$ cat src/rtl/acc_exec_unit.sv
module acc_exec_unit #(
  parameter int DATA_W = 16,
  parameter int OP_W   = 4
) (
  input  logic                     clk,
  input  logic                     rst_n,
  output logic                     mem_req,
  output logic                     mem_we,
  output logic [DATA_W-OP_W-1:0]   mem_addr,
  output logic [DATA_W-1:0]        mem_wdata,
  input  logic [DATA_W-1:0]        mem_rdata,
  input  logic                     mem_ready,
  output logic [DATA_W-OP_W-1:0]   pc,
  output logic [DATA_W-1:0]        acc,
  output logic                     halted,
  output logic                     div_err
);
  localparam int ADDR_W = DATA_W - OP_W;

  localparam logic [OP_W-1:0] OP_HALT = OP_W'(4'h0);
  localparam logic [OP_W-1:0] OP_LOAD = OP_W'(4'h1);
  localparam logic [OP_W-1:0] OP_STOR = OP_W'(4'h2);
  localparam logic [OP_W-1:0] OP_ADD  = OP_W'(4'h3);
  localparam logic [OP_W-1:0] OP_SUB  = OP_W'(4'h4);
  localparam logic [OP_W-1:0] OP_MPY  = OP_W'(4'h5);
  localparam logic [OP_W-1:0] OP_DIV  = OP_W'(4'h6);
  localparam logic [OP_W-1:0] OP_BRZ  = OP_W'(4'h7);
  localparam logic [OP_W-1:0] OP_BRP  = OP_W'(4'h8);
  localparam logic [OP_W-1:0] OP_BRN  = OP_W'(4'h9);
  localparam logic [OP_W-1:0] OP_ISZ  = OP_W'(4'hA);
  localparam logic [OP_W-1:0] OP_SHR  = OP_W'(4'hB);
  localparam logic [OP_W-1:0] OP_SAR  = OP_W'(4'hC);
  localparam logic [OP_W-1:0] OP_SHL  = OP_W'(4'hD);
  localparam logic [OP_W-1:0] OP_UNI  = OP_W'(4'hE);
  localparam logic [OP_W-1:0] OP_JMP  = OP_W'(4'hF);

  typedef enum logic [2:0] {
    S_FETCH, S_DECODE, S_READ, S_EXEC, S_WRITE, S_HALT
  } state_t;

  state_t              state;
  logic [DATA_W-1:0]   ir;
  logic [DATA_W-1:0]   opnd;
  logic [DATA_W-1:0]   acc_q;
  logic [ADDR_W-1:0]   pc_q;
  logic                err_q;

  logic [OP_W-1:0]     op;
  logic [ADDR_W-1:0]   fld;
  logic                needs_opnd;
  logic                sign;
  logic                taken;
  logic [DATA_W-1:0]   acc_nx;
  logic                err_set;
  logic [DATA_W-1:0]   quot;

  assign op   = ir[DATA_W-1 -: OP_W];
  assign fld  = ir[ADDR_W-1:0];
  assign sign = acc_q[DATA_W-1];

  assign needs_opnd = (op == OP_LOAD) || (op == OP_ADD) || (op == OP_SUB) ||
                      (op == OP_MPY)  || (op == OP_DIV) || (op == OP_ISZ);

  assign taken = ((op == OP_BRZ) && (acc_q == '0)) ||
                 ((op == OP_BRP) && !sign && (acc_q != '0)) ||
                 ((op == OP_BRN) && sign) ||
                 (op == OP_JMP);

  assign quot = (opnd == '0) ? '0 : DATA_W'($signed(acc_q) / $signed(opnd));

  always_comb begin
    acc_nx  = acc_q;
    err_set = 1'b0;
    case (op)
      OP_LOAD: acc_nx = opnd;
      OP_ADD:  acc_nx = acc_q + opnd;
      OP_SUB:  acc_nx = acc_q - opnd;
      OP_MPY:  acc_nx = acc_q * opnd;
      OP_DIV: begin
        if (opnd == '0) err_set = 1'b1;
        else            acc_nx  = quot;
      end
      OP_SHR:  acc_nx = {1'b0, acc_q[DATA_W-1:1]};
      OP_SAR:  acc_nx = {sign, acc_q[DATA_W-1:1]};
      OP_SHL:  acc_nx = {acc_q[DATA_W-2:0], 1'b0};
      OP_UNI: begin
        case (fld[1:0])
          2'd0:    acc_nx = acc_q + DATA_W'(1);
          2'd1:    acc_nx = acc_q - DATA_W'(1);
          2'd2:    acc_nx = '0 - acc_q;
          default: acc_nx = sign ? ('0 - acc_q) : acc_q;
        endcase
      end
      default: ;
    endcase
  end

  always_ff @(posedge clk or negedge rst_n) begin
    if (!rst_n) begin
      state <= S_FETCH;
      ir    <= '0;
      opnd  <= '0;
      acc_q <= '0;
      pc_q  <= '0;
      err_q <= 1'b0;
    end else begin
      case (state)
        S_FETCH: if (mem_ready) begin
          ir    <= mem_rdata;
          state <= S_DECODE;
        end
        S_DECODE: begin
          if (op == OP_HALT)   state <= S_HALT;
          else if (needs_opnd) state <= S_READ;
          else                 state <= S_EXEC;
        end
        S_READ: if (mem_ready) begin
          opnd  <= mem_rdata;
          state <= S_EXEC;
        end
        S_EXEC: begin
          if (op == OP_STOR) begin
            state <= S_WRITE;
          end else if (op == OP_ISZ) begin
            opnd  <= opnd + DATA_W'(1);
            state <= S_WRITE;
          end else begin
            acc_q <= acc_nx;
            if (err_set) err_q <= 1'b1;
            pc_q  <= taken ? fld : pc_q + ADDR_W'(1);
            state <= S_FETCH;
          end
        end
        S_WRITE: if (mem_ready) begin
          pc_q  <= ((op == OP_ISZ) && (opnd == '0)) ? pc_q + ADDR_W'(2)
                                                    : pc_q + ADDR_W'(1);
          state <= S_FETCH;
        end
        S_HALT: ;
        default: state <= S_FETCH;
      endcase
    end
  end

  assign mem_req   = (state == S_FETCH) || (state == S_READ) || (state == S_WRITE);
  assign mem_we    = (state == S_WRITE);
  assign mem_addr  = (state == S_FETCH) ? pc_q : fld;
  assign mem_wdata = (op == OP_ISZ) ? opnd : acc_q;
  assign pc        = pc_q;
  assign acc       = acc_q;
  assign halted    = (state == S_HALT);
  assign div_err   = err_q;


  req_hold_chk: assert property (@(posedge clk) disable iff (!rst_n)
    (mem_req && !mem_ready) |=> (mem_req && $stable(mem_addr) &&
                                 $stable(mem_we) && $stable(mem_wdata)));


  write_op_chk: assert property (@(posedge clk) disable iff (!rst_n)
    mem_we |-> (mem_req && ((op == OP_STOR) || (op == OP_ISZ))));


  halt_quiet_chk: assert property (@(posedge clk) disable iff (!rst_n)
    halted |-> !mem_req);


  halt_hold_chk: assert property (@(posedge clk) disable iff (!rst_n)
    halted |=> (halted && $stable(pc) && $stable(acc)));


  div_err_sticky_chk: assert property (@(posedge clk) disable iff (!rst_n)
    div_err |=> div_err);

endmodule

$ cat config.mk
export PLATFORM = sky130hd
export DESIGN_NAME = acc_exec_unit
export DESIGN_NICKNAME = d
export VERILOG_FILES = /design/src/rtl/acc_exec_unit.sv
export SDC_FILE = /design/constraint.sdc
export NUM_CORES = 1
export LEC_CHECK = 0
export ABC_AREA = 1
export BUFFER_PORTS_ARGS = -buffer_cell sky130_fd_sc_hd__clkbuf_2
export CAP_MARGIN = 15
export CORE_MARGIN = 1
export CORE_UTILIZATION = 40
export DETAILED_ROUTE_END_ITERATION = 8
export SLEW_MARGIN = 25
export SYNTH_ARGS = -nofsm -noshare
export SYNTH_HDL_FRONTEND = slang
export SYNTH_SLANG_ARGS = --single-unit
$ cat constraint.sdc
create_clock -name clk -period 34.1 [get_ports clk]
set_input_delay 5.115 -clock clk [delete_from_list [all_inputs] [get_ports clk]]
set_output_delay 5.115 -clock clk [all_outputs]
set_load 0.05 [all_outputs]
==> summary.md, run 1 <==
| Metric | Value |
|---|---|
| Routed vias/inst | `5.46` |
| Multiplexer area fraction after synthesis | `0.120%` |
| Sequential share of power | `30.7%` |
| Crit path capture | `acc[10]` |
| Slowest cell delay on critical path | `660 ps` |
| Cell Pwr Density | `12.6 nW/µm²` |
| Routed Antenna Nets | `0` |
| Slew Viols, Final | `0` |
| Synth Area in Adders | `23.6%` |
| Post-Synth XOR/XNOR Area | `5.69%` |
| Worst Setup Start Kind | `register` |
| Clk pwr share | `40.9%` |
| Initial antenna violation count | `0` |
| R2R Path Start | `acc[1]` |
| Hold WC Path Type | `reg2reg` |
| Top cell by count, worst path | `nand2_1` |
| Post-synthesis sequential area ratio | `8.54%` |
| Number of synthesized register bits | `64` |
| DR DRC count | `0` |
| Gr ovfl total | `0` |
| Final hold violations | `0` |
| Setup CP Type | `reg2reg` |
| Int Pwr | `0.000164 W` |
| Switch share | `36.7%` |
| Final std cells w/o fill | `3664` |
| CP endpoint kind | `register` |
| Synth Cell Area | `18800 µm²` |
| Final setup vio count | `0` |
| Tot GR Track Use | `27.5%` |
| Maximum number of pins on one net before global-route repair | `65` |
| Fmax | `32.5 MHz` |
| Post-layout instance area | `20600 µm²` |
| WL final | `65.7 mm` |
| Tmin final | `30780 ps` |
| Drt initial violations | `1496` |
| I/O pin total | `79` |
| Die area | `47800 µm²` |
| Syn Nets | `3323` |
| Switching pwr | `0.0000951 W` |
| WP data required | `34320 ps` |
| Buffers on Ports | `78` |
| Leak | `11.6 nW` |
| Post-synthesis simple-gate area fraction | `32.0%` |
| Max-slew headroom | `34.4%` |
| Crit path from | `acc[1]` |
| R2R depth | `247` |
| RR Endpoint | `acc[10]` |
| Synth Flop Type | `dfrtp_1` |
| CTS Buf Count | `9` |
| Area post-placement | `19700 µm²` |
| Count of flip-flops with a built-in enable after synthesis | `0` |
| Root Driver | `clkbuf_16` |
| Starting density of the core | `40.9%` |
| Vias in the first global route | `19000` |
| Clock skew | `14.7 ps` |
| Site Rows | `78` |
| Combinational share of power | `28.4%` |
| H-Tree Depth | `3` |
| Post-synthesis cell count | `2999` |
| Worst-skew pair later-pin latency | `360 ps` |
| R2R Setup Slk | `3320 ps` |
| Worst-path maximum fanout | `25` |
| Outcome | `completed` |
| HPWL after detailed placement | `51.4 mm` |
| Synth Area in Compound Gates | `17.1%` |
| Slowest CP cell | `o21ai_0` |
| DIE WIDTH | `219 µm` |
| Synth warnings | `0` |
| Clk buf depth | `2` |
| Synth-to-Final Area Change | `9.54%` |
| Drt first pass iters | `6` |
| Cell Count Post-Placement | `3618` |
| Placer Congestion | `1.00` |
| Die height | `219 µm` |
| Vias | `20000` |
| Fraction of layout instances using a drive strength above 1 | `12.5%` |
| Library cells used by synthesis | `71` |
| Sum Neg Setup Slack | `0 ps` |
| Clock slew at reported path FFs | `70 ps` |
| Wire per inst | `17.9 µm` |
| Ys async rst share | `100%` |
| Placeable Area | `45900 µm²` |
| Period utilization | `90.3%` |
| Largest family of logic cells by synthesized area | `simple AND/OR/NAND/NOR gates` |
| Worst Path Arrival | `31000 ps` |
| First-pass GRT wire length | `104 mm` |
| Number of max-cap violations | `0` |
| CTS tree | `done` |
| Syn_area_per_cell | `6.26 µm²` |
| Max VDD drop | `22.0 µV` |
| Clock sink total | `64` |
| Diode count | `0` |
| Slew @ Worst Pin | `976 ps` |
| Final nets | `3383` |
-- registers in the layout (all words and copies together), names as in the netlist --
register and flops:
ir 16, state 3, div_err 1, opnd 16, pc 12, acc 16
-- synthesized netlist by cell type, types with 17 or more instances --
cell type | count | share of area [%]
nor3_1 | 39 | 1.0
nor2_1 | 191 | 3.8
nand4_1 | 26 | 0.87
inv_1 | 494 | 9.9
fa_1 | 82 | 8.7
o21bai_1 | 17 | 0.68
o21ai_1 | 22 | 0.59
a21oi_1 | 149 | 4.0
nand2_2 | 39 | 1.3
buf_2 | 18 | 0.48
xnor2_1 | 50 | 2.3
or2_2 | 35 | 1.2
nand3_1 | 173 | 4.6
dfrtp_1 | 64 | 8.5
ha_1 | 223 | 15
o21ai_2 | 33 | 1.5
nand2_1 | 764 | 15
xor2_1 | 72 | 3.4
o21ai_0 | 204 | 5.4
clkbuf_1 | 62 | 1.2
-- critical path: cells and delay by family (launching register included) --
kind                       cells  cell delay [ps]
xor gates and xnor gates       1              110
DFF                            1              360
adders and majority gates     17             5510
and+or+nand+nor              152            13770
AOI/OAI and AO/OA             54             8250
buffers and inverters         23             2570
-- layout by cell type (no fill, tap or decap), types with 7 or more instances in the layout --
cell type / instances
o211ai_1: 14
inv_1: 492
nor3_1: 37
o21ai_2: 36
clkbuf_16: 9
buf_4: 64
nand2_4: 7
nand2_1: 761
nand4_1: 26
and2_1: 11
o22ai_1: 11
a21oi_1: 146
xnor2_1: 50
a31oi_1: 14
or2_2: 35
dfrtp_1: 64
o21ai_0: 201
a22oi_1: 10
a211oi_1: 11
nor2_1: 182
clkbuf_2: 77
o21bai_1: 16
nor2_2: 18
a21o_1: 7
nand3_2: 20
nor4_1: 13
inv_2: 11
o21ai_1: 22
nand3_1: 167
ha_1: 221
nand2_2: 38
fa_1: 82
xor2_1: 72
nor2_4: 9
-- per-layer routing --
| layer | wire length, µm | GRT usage (%) |
|---|---|---|
| met5 | 0 | 0 |
| met4 | 2470 | 9.77 |
| met2 | 29100 | 44.3 |
| met1 | 30000 | 37.3 |
| met3 | 4160 | 3.45 |
-- cell families after synthesis --
logic type                 count (synthesis)
adders and majority gates                305
AOI/OAI and AO/OA                        541
DFF                                       64
and+or+nand+nor                         1350
muxes                                      2
buffers and inverters                    615
xor gates and xnor gates                 122
-- power by group through the flow --
stage               Clock, W  Combinational, W  Sequential, W
floorplan                  0         0.0000512      0.0000791
detailed placement         0         0.0000711      0.0000809
global route        0.000110         0.0000812      0.0000796
finish              0.000106         0.0000737      0.0000796
global placement           0         0.0000698      0.0000808
CTS                 0.000107         0.0000716      0.0000794
-- per-stage QoR --
stage	hold slack, ps	total power, W	worst slack [ps]	utilization [%]
global route	511	0.000271	-190	44.8
detailed placement	479	0.000152	760	43.0
finish	491	0.000259	3320	44.8
floorplan	453	0.000130	6430	-
global placement	471	0.000151	2150	43.0
CTS	496	0.000258	617	43.8
-- repair_timing --
action	CTS	global route
hold buffers	0	0
gates resized for setup	0	59
endpoints found under the setup margin	0	16
setup buffers	0	27
-- layout make-up --
cell class / count / area, µm²
Fill cell: 4804 / 25300
Multi-Input combinational cell: 2321 / 15000
Inverter: 516 / 1960
Sequential cell: 64 / 1600
Timing Repair Buffer: 145 / 917
Tap cell: 600 / 751
Clock buffer: 9 / 225
Clock inverter: 7 / 103
Timing Repair inverter: 2 / 10.0
-- worst min-delay path by stage --
stage          startpoint      end  cells after the start  slack, ps
6_report          div_err  div_err                      1        490
5_1_grt           div_err  div_err                      1        510
4_1_cts           div_err  div_err                      1        500
3_5_place_dp      div_err  div_err                      1        480
3_3_place_gp        ir[7]    ir[7]                      2        470
2_1_floorplan       ir[7]    ir[7]                      2        450
Note: power is estimated with default switching activity, not from simulation.
==> run 2: changes to the inputs <==
Settings changed: CELL_PAD_IN_SITES_DETAIL_PLACEMENT from default to 0, CELL_PAD_IN_SITES_GLOBAL_PLACEMENT from default to 1, PLACE_DENSITY from default to 0.85.
==> run 2 against run 1 <==
Flip-flop and latch count did not move; final cell count fell by 0.14%; wire length rose by 0.37%; global-route usage rose by 0.20 points; clock power fell by 13%; setup slack improved by 3.8 ps; register-to-register slack barely moved; via count did not move; total power fell by 5.4%; largest power group unchanged.
==> summary.md, run 2 (same netlist as run 1, synthesis figures left out) <==
| Metric | Value |
|---|---|
| Commonest non-fill, non-tap cell in the layout | `nand2_1` |
| Root Driver | `clkbuf_16` |
| HPWL after detailed placement | `51.8 mm` |
| Maximum number of pins on one net before global-route repair | `65` |
| Routed Antenna Nets | `0` |
| DIE WIDTH | `219 µm` |
| CP endpoint kind | `register` |
| Multi-input logic area | `14900 µm²` |
| Number of max-cap violations | `0` |
| Crit path from | `acc[4]` |
| Setup CP Type | `reg2reg` |
| Hold Path Origin | `ir[7]` |
| Max-slew headroom | `30.2%` |
| Clock sink total | `64` |
| Fmax | `32.5 MHz` |
| Outcome | `completed` |
| Placeable Area | `45900 µm²` |
| Vias | `20000` |
| Tmin final | `30780 ps` |
| Diode count | `0` |
| Final nets | `3378` |
| Drt initial violations | `1580` |
| Combinational share of power | `30.4%` |
| Clk pwr share | `37.4%` |
| WL final | `65.9 mm` |
| Clk buf depth | `2` |
| Tot GR Track Use | `27.7%` |
| Wire per inst | `18.0 µm` |
| Synth-to-Final Area Change | `8.72%` |
| H-Tree Depth | `3` |
| Fill count | `4869` |
| Int Pwr | `0.000151 W` |
| Final std cells w/o fill | `3659` |
| R2R Path Start | `acc[4]` |
| Starting density of the core | `40.9%` |
| DR DRC count | `0` |
| Die height | `219 µm` |
| Worst-path maximum fanout | `25` |
| Cell Pwr Density | `12.0 nW/µm²` |
| Final hold violations | `0` |
| Util after Layout | `44.5%` |
| Slowest cell delay on critical path | `390 ps` |
| Leak | `11.5 nW` |
| Worst hold margin | `495 ps` |
| Drt first pass iters | `6` |
| FF/Latch Area | `1600 µm²` |
| Site Rows | `78` |
| Placer Congestion | `1.03` |
| Worst Setup Start Kind | `register` |
| Slew Viols, Final | `0` |
| Buffers on Ports | `78` |
| Most frequent cells in the layout | `nand2_1, inv_1, ha_1` |
| First-pass GRT wire length | `105 mm` |
| Routed vias/inst | `5.47` |
| Sequential share of power | `32.3%` |
| Worst Path Arrival | `31050 ps` |
| Slew @ Worst Pin | `1040 ps` |
| CTS tree | `done` |
| Switch share | `38.6%` |
| Cell Count Post-Placement | `3619` |
| Worst-skew pair later-pin latency | `350 ps` |
| Clock slew at reported path FFs | `60 ps` |
| Hold WC Path Type | `reg2reg` |
| Initial antenna violation count | `1` |
| I/O pin total | `79` |
| WP data required | `34380 ps` |
| Period utilization | `90.3%` |
| Die area | `47800 µm²` |
| CTS Buf Count | `9` |
| Max VDD drop | `18.2 µV` |
| Clock skew | `10.3 ps` |
| Sum Neg Setup Slack | `0 ps` |
| Gr ovfl total | `0` |
| Top cell by count, worst path | `nand2_1` |
| Final setup vio count | `0` |
| Vias in the first global route | `19300` |
| Switching pwr | `0.0000946 W` |
| Slowest CP cell | `a211o_1` |
| Fraction of layout instances using a drive strength above 1 | `12.1%` |
run 2: changes by cell type in the layout (fill, tap and decap cells not counted), sizes merged:
cell,previous run,this run
clkinvlp,5,6
clkinv,9,10
bufinv,2,0
clkbuf,86,87
inv,509,507
buf,68,64
run 2: area by class of cell:
| type | instances | area share [%] |
|---|---|---|
| Clock buffer | 10 | 1.17 |
| Clock inverter | 6 | 0.221 |
| Inverter | 516 | 9.60 |
| Multi-Input combinational cell | 2321 | 73.2 |
| Sequential cell | 64 | 7.85 |
| Tap cell | 600 | 3.68 |
| Timing Repair Buffer | 141 | 4.23 |
| Timing Repair inverter | 1 | 0.0245 |
run 2: power groups by stage:
stage / Combinational [W] / Clock (W) / Sequential [W]
floorplan: 0.0000512 / 0 / 0.0000791
global placement: 0.0000708 / 0 / 0.0000804
detailed placement: 0.0000720 / 0 / 0.0000805
CTS: 0.0000725 / 0.0000933 / 0.0000790
global route: 0.0000819 / 0.0000953 / 0.0000792
finish: 0.0000745 / 0.0000917 / 0.0000791
run 2: path summary, 6_finish.rpt:
| kind | endpoint | slack (ps) | depth (start not counted) |
|---|---|---|---|
| worst max-delay path | acc[12] | 3320 | 254 |
| worst min-delay path | ir[7] | 500 | 2 |
| worst max register to register | acc[12] | 3320 | 254 |
| worst min register to register | ir[7] | 500 | 2 |
| max in group asynchronous | acc[3] | 28520 | 2 |
| min in group asynchronous | pc[6] | 4960 | 2 |
run 2: stage by stage:
step / area [µm²] / total power [W] / worst slack (ps)
finish: 20400 / 0.000245 / 3320
detailed placement: 19700 / 0.000152 / 723
global route: 20400 / 0.000256 / -196
CTS: 20000 / 0.000245 / 631
global placement: 19700 / 0.000151 / 1940
floorplan: 18800 / 0.000130 / 6430
run 2: repair_timing:
item,in CTS,in global routing
hold buffers,0,0
endpoints found under the setup margin,0,16
setup buffers,0,22
resized for setup,0,46
run 2: worst max-delay path, delay by kind of cell (launching register included):
family / cells / cell delay (ps)
simple gates: 162 / 15410
compound gates: 52 / 7700
fa+ha+maj: 18 / 5250
buf+inv: 22 / 1960
flops: 1 / 360
run 2: per-layer routing:
layer	part of all wire, %	GRT usage [%]
met1	46	38.8
met5	0	0
met2	44	44.1
met4	3.1	8.34
met3	6.7	3.09
==> run 3: changes to the inputs <==
Clock period 34.1 ns to 28.4 ns, I/O delays scaled along.
==> run 3 against run 2 <==
Non-clock buffer count increased by 164; combinational power increased by 58%; clock skew decreased by 2.5 ps; die area unchanged; clock-buffer cell count is the same; fmax rose by 12%; wire length grew 7.5%; sequential power grew 19%; total power is 41% higher; hold slack got worse by 0.94 ps; clock power increased by 46%.
==> summary.md, run 3 (same netlist as run 1, synthesis figures left out) <==
| Metric | Value |
|---|---|
| Outcome | `completed` |
| Leak | `12.5 nW` |
| Final hold violations | `0` |
| Fill count | `4604` |
| Die area | `47800 µm²` |
| Sum Neg Setup Slack | `0 ps` |
| Clk pwr share | `38.7%` |
| Final nets | `3543` |
| Setup CP Type | `reg2reg` |
| Final setup vio count | `0` |
| Switch share | `35.4%` |
| Global Route met2 Usage | `46.5%` |
| Worst-skew pair later-pin latency | `350 ps` |
| Buffers on Ports | `78` |
| Clock slew at reported path FFs | `60 ps` |
| Diode count | `0` |
| Max VDD drop | `28.4 µV` |
| Commonest non-fill, non-tap cell in the layout | `nand2_1` |
| DIE WIDTH | `219 µm` |
| Met3 Track Usage GR | `3.99%` |
| Fraction of layout instances using a drive strength above 1 | `24.4%` |
| CTS tree | `done` |
| Fmax | `36.5 MHz` |
| WP data required | `28620 ps` |
| Drt initial violations | `1553` |
| Worst Path Arrival | `27630 ps` |
| CTS Buf Count | `9` |
| Crit path from | `opnd[2]` |
| Slew @ Worst Pin | `1100 ps` |
| Number of max-cap violations | `0` |
| Clock skew | `7.82 ps` |
| Synth-to-Final Area Change | `24.0%` |
| Sequential share of power | `27.2%` |
| Slew Viols, Final | `0` |
| Starting density of the core | `40.9%` |
| Slowest cell delay on critical path | `470 ps` |
| Clock sink total | `64` |
| Root Driver | `clkbuf_16` |
| Most frequent cells in the layout | `nand2_1, inv_1, buf_4` |
| Cell Pwr Density | `14.9 nW/µm²` |
| Period utilization | `96.5%` |
| Pre-CTS setup slack | `-972 ps` |
| Routed Antenna Nets | `0` |
| Post-CTS Hold Fix Bufs | `0` |
| Placeable Area | `45900 µm²` |
| DR DRC count | `0` |
| Routed vias/inst | `5.44` |
| CP endpoint kind | `register` |
| Clk buf depth | `2` |
| Slowest CP cell | `dfrtp_1` |
| Site Rows | `78` |
| Gr ovfl total | `0` |
| Max-slew headroom | `26.6%` |
| Vias | `20800` |
| Wire per inst | `18.5 µm` |
| Vias in the first global route | `19500` |
| Placer Congestion | `1.01` |
| Int Pwr | `0.000223 W` |
| Worst Setup Start Kind | `register` |
| Tot GR Track Use | `28.4%` |
| Top cell by count, worst path | `nand2_2` |
| Worst-path maximum fanout | `8` |
| R2R Path Start | `opnd[2]` |
| Drt first pass iters | `6` |
| Hold Path Origin | `ir[7]` |
| Initial antenna violation count | `0` |
| Final std cells w/o fill | `3824` |
| Hold WC Path Type | `reg2reg` |
| Layer with the highest usage | `met2` |
| WL final | `70.9 mm` |
| Cell Count Post-Placement | `3710` |
| First-pass GRT wire length | `106 mm` |
| Tmin final | `27410 ps` |
| Die height | `219 µm` |
| Combinational share of power | `34.1%` |
| Switching pwr | `0.000122 W` |
| Final WS setup | `986 ps` |
| I/O pin total | `79` |
| Met1 Use GR | `38.0%` |
| HPWL after detailed placement | `53.4 mm` |
| RSZ-0062 raised after global routing | `true` |
| Maximum number of pins on one net before global-route repair | `65` |
| H-Tree Depth | `3` |
-- run 3: worst paths after layout --
kind	endpoint	slack, ps	cells past startpoint
setup / recovery	acc[14]	990	246
hold / removal	ir[7]	490	2
setup reg to reg	acc[14]	990	246
hold reg to reg	ir[7]	490	2
max in group asynchronous	ir[2]	23660	2
min in group asynchronous	pc[7]	4110	2
-- run 3: critical path, delay by kind of cell (launching register included) --
kind	cells	cell delay, ps
xor+xnor	1	160
simple gates	150	12710
fa+ha+maj	17	4610
compound gates	49	6900
flops	1	470
buf+inv	29	2370
-- run 3: timing repair --
item                       CTS  global route
resized for setup           23           378
cloned                       0             4
setup buffers                5            90
pin swaps                    4           224
setup endpoints to repair   16            16
-- run 3: per-stage QoR --
stage / power (W) / utilization (%) / instance area (µm²) / hold WS, ps
2_1_floorplan: 0.000156 / - / 18800 / 453
5_1_grt: 0.000361 / 50.7 / 23300 / 535
3_5_place_dp: 0.000190 / 44.6 / 20500 / 483
6_report: 0.000346 / 50.7 / 23300 / 494
3_3_place_gp: 0.000188 / 44.6 / 20500 / 470
4_1_cts: 0.000325 / 45.6 / 20900 / 498
-- run 3: power groups by stage --
| stage | Clock [W] | Sequential (W) | Combinational (W) |
|---|---|---|---|
| 2_1_floorplan | 0 | 0.0000950 | 0.0000614 |
| 3_3_place_gp | 0 | 0.0000956 | 0.0000927 |
| 3_5_place_dp | 0 | 0.0000957 | 0.0000943 |
| 4_1_cts | 0.000135 | 0.0000940 | 0.0000954 |
| 5_1_grt | 0.000139 | 0.0000941 | 0.000127 |
| 6_report | 0.000134 | 0.0000940 | 0.000118 |
-- run 3: cell type report --
class	instances	area (µm²)	area share (%)
multi-input cells	2322	16400	70.4
repair buffers	305	2200	9.44
inverters	516	1970	8.47
flip-flops and latches	64	1600	6.89
well taps	600	751	3.23
clock buffers	10	239	1.03
clock inverters	6	115	0.495
repair inverters	1	7.51	0.0323
-- run 3: layer usage --
layer  up-vias  part of all wire, %
li1      10100                    -
met1      9804                   44
met2       716                   46
met3       144                  6.5
met4         0                  3.4
met5         -                    0
